[src/rtl/ecc_inj_pkg.sv]
package ecc_inj_pkg;

    localparam int REG_W = 32;

    typedef enum logic [1:0] {
        SEL_MADDR = 2'd0,
        SEL_MMASK = 2'd1,
        SEL_EMASK = 2'd2,
        SEL_CTRL  = 2'd3
    } reg_sel_e;

    typedef enum logic [1:0] {
        HALF_ANY  = 2'd0,
        HALF_LOW  = 2'd1,
        HALF_HIGH = 2'd2,
        HALF_BOTH = 2'd3
    } half_sel_e;

    // packed MSB first: par_arm is bit 4, repeat_en is bit 0
    typedef struct packed {
        logic      par_arm;
        logic      ecc_arm;
        half_sel_e half;
        logic      repeat_en;
    } ctrl_t;

    localparam int CTRL_W = $bits(ctrl_t);

    function automatic logic half_allowed(half_sel_e sel, logic upper);
        case (sel)
            HALF_LOW:  return !upper;
            HALF_HIGH: return upper;
            default:   return 1'b1;
        endcase
    endfunction

endpackage

[src/rtl/inj_regs.sv]
module inj_regs
    import ecc_inj_pkg::*;
#(
    parameter int ADDR_W = 32,
    parameter int ECC_W  = 32
) (
    input  logic              clk,
    input  logic              rst,
    input  logic              wr_en,
    input  logic [1:0]        wr_sel,
    input  logic [REG_W-1:0]  wr_data,
    input  logic [1:0]        rd_sel,
    output logic [REG_W-1:0]  rd_data,
    input  logic              clr_ecc,
    input  logic              clr_par,
    output logic [ADDR_W-1:0] match_addr,
    output logic [ADDR_W-1:0] match_mask,
    output logic [ECC_W-1:0]  flip_mask,
    output ctrl_t             ctrl
);

    always_ff @(posedge clk) begin
        if (rst) begin
            match_addr <= '0;
            match_mask <= '0;
            flip_mask  <= '0;
        end else if (wr_en) begin
            case (reg_sel_e'(wr_sel))
                SEL_MADDR: match_addr <= wr_data[ADDR_W-1:0];
                SEL_MMASK: match_mask <= wr_data[ADDR_W-1:0];
                SEL_EMASK: flip_mask  <= wr_data[ECC_W-1:0];
                default: ;
            endcase
        end
    end

    // software write outranks the hardware self-clear
    always_ff @(posedge clk) begin
        if (rst) begin
            ctrl <= '0;
        end else if (wr_en && reg_sel_e'(wr_sel) == SEL_CTRL) begin
            ctrl <= ctrl_t'(wr_data[CTRL_W-1:0]);
        end else begin
            if (clr_ecc) ctrl.ecc_arm <= 1'b0;
            if (clr_par) ctrl.par_arm <= 1'b0;
        end
    end

    always_comb begin
        rd_data = '0;
        case (reg_sel_e'(rd_sel))
            SEL_MADDR: rd_data[ADDR_W-1:0] = match_addr;
            SEL_MMASK: rd_data[ADDR_W-1:0] = match_mask;
            SEL_EMASK: rd_data[ECC_W-1:0]  = flip_mask;
            default:   rd_data[CTRL_W-1:0] = ctrl;
        endcase
    end

endmodule

[src/rtl/inj_match.sv]
module inj_match
    import ecc_inj_pkg::*;
#(
    parameter int ADDR_W = 32
) (
    input  logic              valid,
    input  logic [ADDR_W-1:0] addr,
    input  logic              upper,
    input  logic [ADDR_W-1:0] match_addr,
    input  logic [ADDR_W-1:0] match_mask,
    input  half_sel_e         half,
    output logic              hit
);

    logic addr_eq;

    assign addr_eq = ((addr ^ match_addr) & match_mask) == '0;
    assign hit     = valid && addr_eq && half_allowed(half, upper);

endmodule

[src/rtl/inj_apply.sv]
module inj_apply
    import ecc_inj_pkg::*;
#(
    parameter int ECC_W = 32
) (
    input  logic             clk,
    input  logic             rst,
    input  logic             valid,
    input  logic [ECC_W-1:0] ecc_in,
    input  logic             hit,
    input  ctrl_t            ctrl,
    input  logic [ECC_W-1:0] flip_mask,
    output logic             ecc_fire,
    output logic             par_fire,
    output logic             clr_ecc,
    output logic             clr_par,
    output logic             out_valid,
    output logic [ECC_W-1:0] out_ecc,
    output logic             out_par_flip
);

    assign ecc_fire = hit && ctrl.ecc_arm;
    assign par_fire = hit && ctrl.par_arm;
    assign clr_ecc  = ecc_fire && !ctrl.repeat_en;
    assign clr_par  = par_fire && !ctrl.repeat_en;

    always_ff @(posedge clk) begin
        if (rst) begin
            out_valid    <= 1'b0;
            out_ecc      <= '0;
            out_par_flip <= 1'b0;
        end else begin
            out_valid    <= valid;
            out_ecc      <= ecc_fire ? (ecc_in ^ flip_mask) : ecc_in;
            out_par_flip <= par_fire;
        end
    end

endmodule

[src/rtl/ecc_inject_ctrl.sv]
module ecc_inject_ctrl
    import ecc_inj_pkg::*;
#(
    parameter int ADDR_W = 32,
    parameter int ECC_W  = 32
) (
    input  logic              clk,
    input  logic              rst,
    input  logic              reg_wr_en,
    input  logic [1:0]        reg_wr_sel,
    input  logic [31:0]       reg_wr_data,
    input  logic [1:0]        reg_rd_sel,
    output logic [31:0]       reg_rd_data,
    input  logic              xfer_valid,
    input  logic [ADDR_W-1:0] xfer_addr,
    input  logic              xfer_upper,
    input  logic [ECC_W-1:0]  xfer_ecc,
    output logic              out_valid,
    output logic [ECC_W-1:0]  out_ecc,
    output logic              out_par_flip
);

    logic [ADDR_W-1:0] match_addr;
    logic [ADDR_W-1:0] match_mask;
    logic [ECC_W-1:0]  flip_mask;
    ctrl_t             ctrl_q;
    logic              hit;
    logic              ecc_fire;
    logic              par_fire;
    logic              clr_ecc;
    logic              clr_par;

    inj_regs #(.ADDR_W(ADDR_W), .ECC_W(ECC_W)) u_regs (
        .clk       (clk),
        .rst       (rst),
        .wr_en     (reg_wr_en),
        .wr_sel    (reg_wr_sel),
        .wr_data   (reg_wr_data),
        .rd_sel    (reg_rd_sel),
        .rd_data   (reg_rd_data),
        .clr_ecc   (clr_ecc),
        .clr_par   (clr_par),
        .match_addr(match_addr),
        .match_mask(match_mask),
        .flip_mask (flip_mask),
        .ctrl      (ctrl_q)
    );

    inj_match #(.ADDR_W(ADDR_W)) u_match (
        .valid     (xfer_valid),
        .addr      (xfer_addr),
        .upper     (xfer_upper),
        .match_addr(match_addr),
        .match_mask(match_mask),
        .half      (ctrl_q.half),
        .hit       (hit)
    );

    inj_apply #(.ECC_W(ECC_W)) u_apply (
        .clk         (clk),
        .rst         (rst),
        .valid       (xfer_valid),
        .ecc_in      (xfer_ecc),
        .hit         (hit),
        .ctrl        (ctrl_q),
        .flip_mask   (flip_mask),
        .ecc_fire    (ecc_fire),
        .par_fire    (par_fire),
        .clr_ecc     (clr_ecc),
        .clr_par     (clr_par),
        .out_valid   (out_valid),
        .out_ecc     (out_ecc),
        .out_par_flip(out_par_flip)
    );

endmodule

[config.mk]
export PLATFORM = sky130hd
export DESIGN_NAME = ecc_inject_ctrl
export DESIGN_NICKNAME = d
export VERILOG_FILES = /design/src/rtl/ecc_inj_pkg.sv /design/src/rtl/inj_regs.sv /design/src/rtl/inj_match.sv /design/src/rtl/inj_apply.sv /design/src/rtl/ecc_inject_ctrl.sv
export SDC_FILE = /design/constraint.sdc
export NUM_CORES = 1
export LEC_CHECK = 0
export ABC_CLOCK_PERIOD_IN_PS = 2800
export CELL_PAD_IN_SITES_DETAIL_PLACEMENT = 0
export CELL_PAD_IN_SITES_GLOBAL_PLACEMENT = 1
export CORE_MARGIN = 10
export CORE_UTILIZATION = 30
export CTS_BUF_LIST = sky130_fd_sc_hd__clkbuf_4 sky130_fd_sc_hd__clkbuf_8 sky130_fd_sc_hd__clkbuf_16
export DETAILED_ROUTE_END_ITERATION = 6
export GPL_ROUTABILITY_DRIVEN = 0
export PLACE_DENSITY_LB_ADDON = 0.1
export SLEW_MARGIN = 15
export SYNTH_ARGS = -nofsm -noshare
export SYNTH_HDL_FRONTEND = slang
export SYNTH_SLANG_ARGS = --single-unit
export TNS_END_PERCENT = 5
[constraint.sdc]
create_clock -name clk -period 2.8 [get_ports clk]
set_input_delay 0.56 -clock clk [delete_from_list [all_inputs] [get_ports clk]]
set_output_delay 0.56 -clock clk [all_outputs]
set_load 0.005 [all_outputs]
==> results by group <==
Final layout
  • Fraction of layout instances using a drive strength above 1: 8.64%
  • Fin cells: 1,260
  • # nets final: 1,078
  • Fill count: 2,176
  • Area delta synth->final: 41.8%

Synthesis
  • Mapped cell area: 6510 sq um
  • Leading area contributor after synthesis: dfxtp_1
  • Library cells used by synthesis: 39
  • Yosys warning total: 0
  • Area contributors post-synth: dfxtp_1 42%, nand2_1 14%, a21oi_1 7.6%
  • Mapped Avg Cell Area: 8.01 sq um
  • EDFF count, synth: 0
  • FF+latch count, synth: 135
  • Synth Flop Type: dfxtp_1
  • Ys async rst share: 0%
  • Sequential-to-total area share from yosys stat: 41.5%
  • Synth top area share: 41.5%
  • Cells after synthesis: 813
  • Mapped Nets: 920

Clocking
  • Cts hold-fix bufs: 0
  • Post-CTS Setup Bufs: 0
  • TritonCTS Buffers: 17
  • H-tree lvl count: 4
  • Clock Path Buffers: 2
  • Root Buffer: clkbuf_16
  • Clk pin slew, worst setup/hold paths: 0.06 ns
  • CTS tree: yes
  • Clock Latency Late Sink: 0.42 ns
  • Clock sink count: 135

STA
  • Final setup violating endpoints: 0
  • Final min period: 2.77 ns
  • Max-slew violation count: 0
  • Final WS setup: 0.0319 ns
  • Actual slew at the worst max-slew pin: 0.803 ns
  • Worst slew margin relative to its limit: 46.4%
  • Final hold vios: 0
  • Final setup skew: 0.00829 ns
  • Fmax: 361 MHz
  • RSZ-0062 raised after global routing: true
  • Final period utilization: 98.9%
  • Setup TNS: 0 ns

Floorplan
  • Die Wd: 167 microns
  • FP Rows: 53
  • Die Footprint: 28,000 sq um
  • Starting Density: 30.8%
  • Height of the die: 167 microns
  • I/O pins: 171
  • Core region area: 21,200 sq um

Detailed routing
  • Detail Route Antenna Nets: 0
  • Drc violations: 0
  • Routed vias/inst: 4.84
  • Drt first pass iters: 5
  • Initial DRC Count: 349
  • Wire per inst: 19.3 microns
  • Vias after detailed routing: 6,093
  • Post-Route WL: 24.3 mm

Worst setup path
  • Critical-path maximum fanout: 9
  • Crit start category: input pin
  • CP max-delay cell: clkdlybuf4s50_1
  • Worst setup path category: in2out
  • Crit path cell chain: clkdlybuf4s50_1 > nor2b_4 > buf_4 > nand2_1 > o21ai_0 > clkdlybuf4s50_1
  • Worst setup EP type: output port
  • Arrival @ worst endpoint: 2.21 ns
  • CP required: 2.24 ns
  • CP peak stage delay: 0.55 ns
  • Most numerous cell on the critical path: clkdlybuf4s50_1

Global routing
  • Met1 Usage GRT: 22.2%
  • Grt total ovfl: 0
  • Met2 GRT Util: 26.6%
  • Global-route wire length before repair: 37.2 mm
  • M3 GR Usage: 4.05%
  • Number of global-route vias before repair: 6,311
  • Initial antenna violation count: 1
  • Top Usage Layer GRT: met2
  • GR Util All Layers: 16.9%
  • Pin count of the biggest net entering global routing: 38

Flow run
  • Max_cap viols: 0

Place
  • DP HPWL: 17.3 mm
  • Placed Cells: 1,227
  • Worst slack, placed: -0.0918 ns
  • IO buf count: 170

Outcome
  • Outcome: complete, no violations

Pwr
  • PwrDens: 561 nW/um^2
  • VDD IR max: 0.000377 V
  • LEAKAGE: 3.67 nW

Hold path
  • Worst min path class: reg2reg
[logic make-up (layout without fill, tap and decap cells)]
kind of cell / Yosys count / in the layout / synth area share [%]
AO/OA/AOI/OAI: 150 / 150 / 12.9
XOR/XNOR: 32 / 32 / 4.31
adder cells (fa/ha/maj): 2 / 2 / 0.384
buffers and inverters: 66 / 237 / 4.57
flip-flops: 135 / 135 / 41.5
multiplexers: 65 / 65 / 11.6
other: 0 / 1 / 0
AND/OR/NAND/NOR: 363 / 363 / 24.8
[synth_stat cells (2+ instances only)]
cell type	n
nand2_1	239
dfxtp_1	135
a21oi_1	99
clkbuf_1	47
nand4_1	39
nor2_1	35
nor2b_1	34
xor2_1	32
mux2_1	29
mux2i_1	28
o21ai_0	27
a22oi_1	16
mux4_2	5
a22oi_2	4
buf_2	4
inv_1	4
buf_4	3
buf_6	3
clkbuf_4	3
mux2_2	3
buf_1	2
ha_1	2
nand3_1	2
nor3_1	2
nor3b_1	2
[sequential cells by signal, summed over array words and instances, names as in the netlist]
signal,flops
u_apply.out_ecc,32
u_regs.flip_mask,32
u_regs.match_addr,32
u_regs.match_mask,32
u_regs.ctrl,5
u_apply.out_par_flip,1
u_apply.out_valid,1
[final timing paths]
check | to | start | cells after the start | slack (ns)
worst max-delay path | reg_rd_data[23] | reg_rd_sel[1] | 6 | 0.03
worst max register to register | u_apply.out_ecc[14]$_SDFF_PP0_ | u_regs.ctrl[1]$_SDFFE_PP0P_ | 9 | 0.44
worst min-delay path | u_regs.flip_mask[8]$_SDFFE_PP0P_ | u_regs.flip_mask[8]$_SDFFE_PP0P_ | 2 | 0.47
worst min register to register | u_regs.flip_mask[8]$_SDFFE_PP0P_ | u_regs.flip_mask[8]$_SDFFE_PP0P_ | 2 | 0.47
[critical path: cells and delay by family]
family / cells / cell delay, ns
buffers and inverters: 3 / 1.27
AOI/OAI and AO/OA: 1 / 0.10
and+or+nand+nor: 2 / 0.27
[stage by stage]
step                      instance area, sq um  power [mW]  util [%]  hold slack (ns)
after global routing                      9230        5.39      43.6            0.497
after detailed placement                  8560        2.81      40.5            0.466
after floorplan                           6510        2.40         -            0.447
after global placement                    8560        2.82      40.5            0.464
after CTS                                 9190        5.24      43.4            0.474
final                                     9230        5.18      43.6            0.473
[power breakdown]
group / internal (mW) / total, mW / switching (mW)
Clock: 1.53 / 2.41 / 0.881
Combinational: 0.357 / 0.715 / 0.358
Sequential: 2.00 / 2.05 / 0.0531
[routing by layer]
metal	share of wire (%)	vias up
li1	-	3074
met1	48	2825
met2	45	173
met3	5.4	21
met4	1.6	0
met5	0	-
[area by class of cell]
class / count / area (sq um) / share of cell area [%]
Antenna cell: 1 / 2.50 / 0.0271
Clock buffer: 19 / 453 / 4.91
Clock inverter: 13 / 178 / 1.92
Inverter: 4 / 15.0 / 0.163
Multi-Input combinational cell: 612 / 3520 / 38.2
Sequential cell: 135 / 2700 / 29.3
Tap cell: 275 / 344 / 3.73
Timing Repair Buffer: 201 / 2010 / 21.8
[layout by cell type, fill, tap and decap left out, types with 2 or more instances in the layout]
master	instances
dfxtp_1	135
a22oi_1	16
mux2_1	29
nor2_1	34
dlygate4sd2_1	2
mux2_2	3
dlymetal6s2s_1	14
mux4_2	5
o21ai_0	27
nor2b_1	33
a21oi_1	99
inv_1	4
clkinv_2	5
ha_1	2
bufinv_16	4
nand2_1	239
clkinvlp_4	2
buf_12	4
clkinv_4	2
nand4_1	39
clkdlybuf4s50_1	152
a22oi_2	4
clkbuf_8	2
nor3_1	2
mux2i_1	28
nand3_1	2
clkbuf_16	17
xor2_1	32
buf_4	27
[timing repair]
action | in CTS | in global routing
pin swaps | 0 | 0
endpoints found under the setup margin | 21 | 28
gates resized for setup | 3 | 15
(Power assumes the default switching activity.)
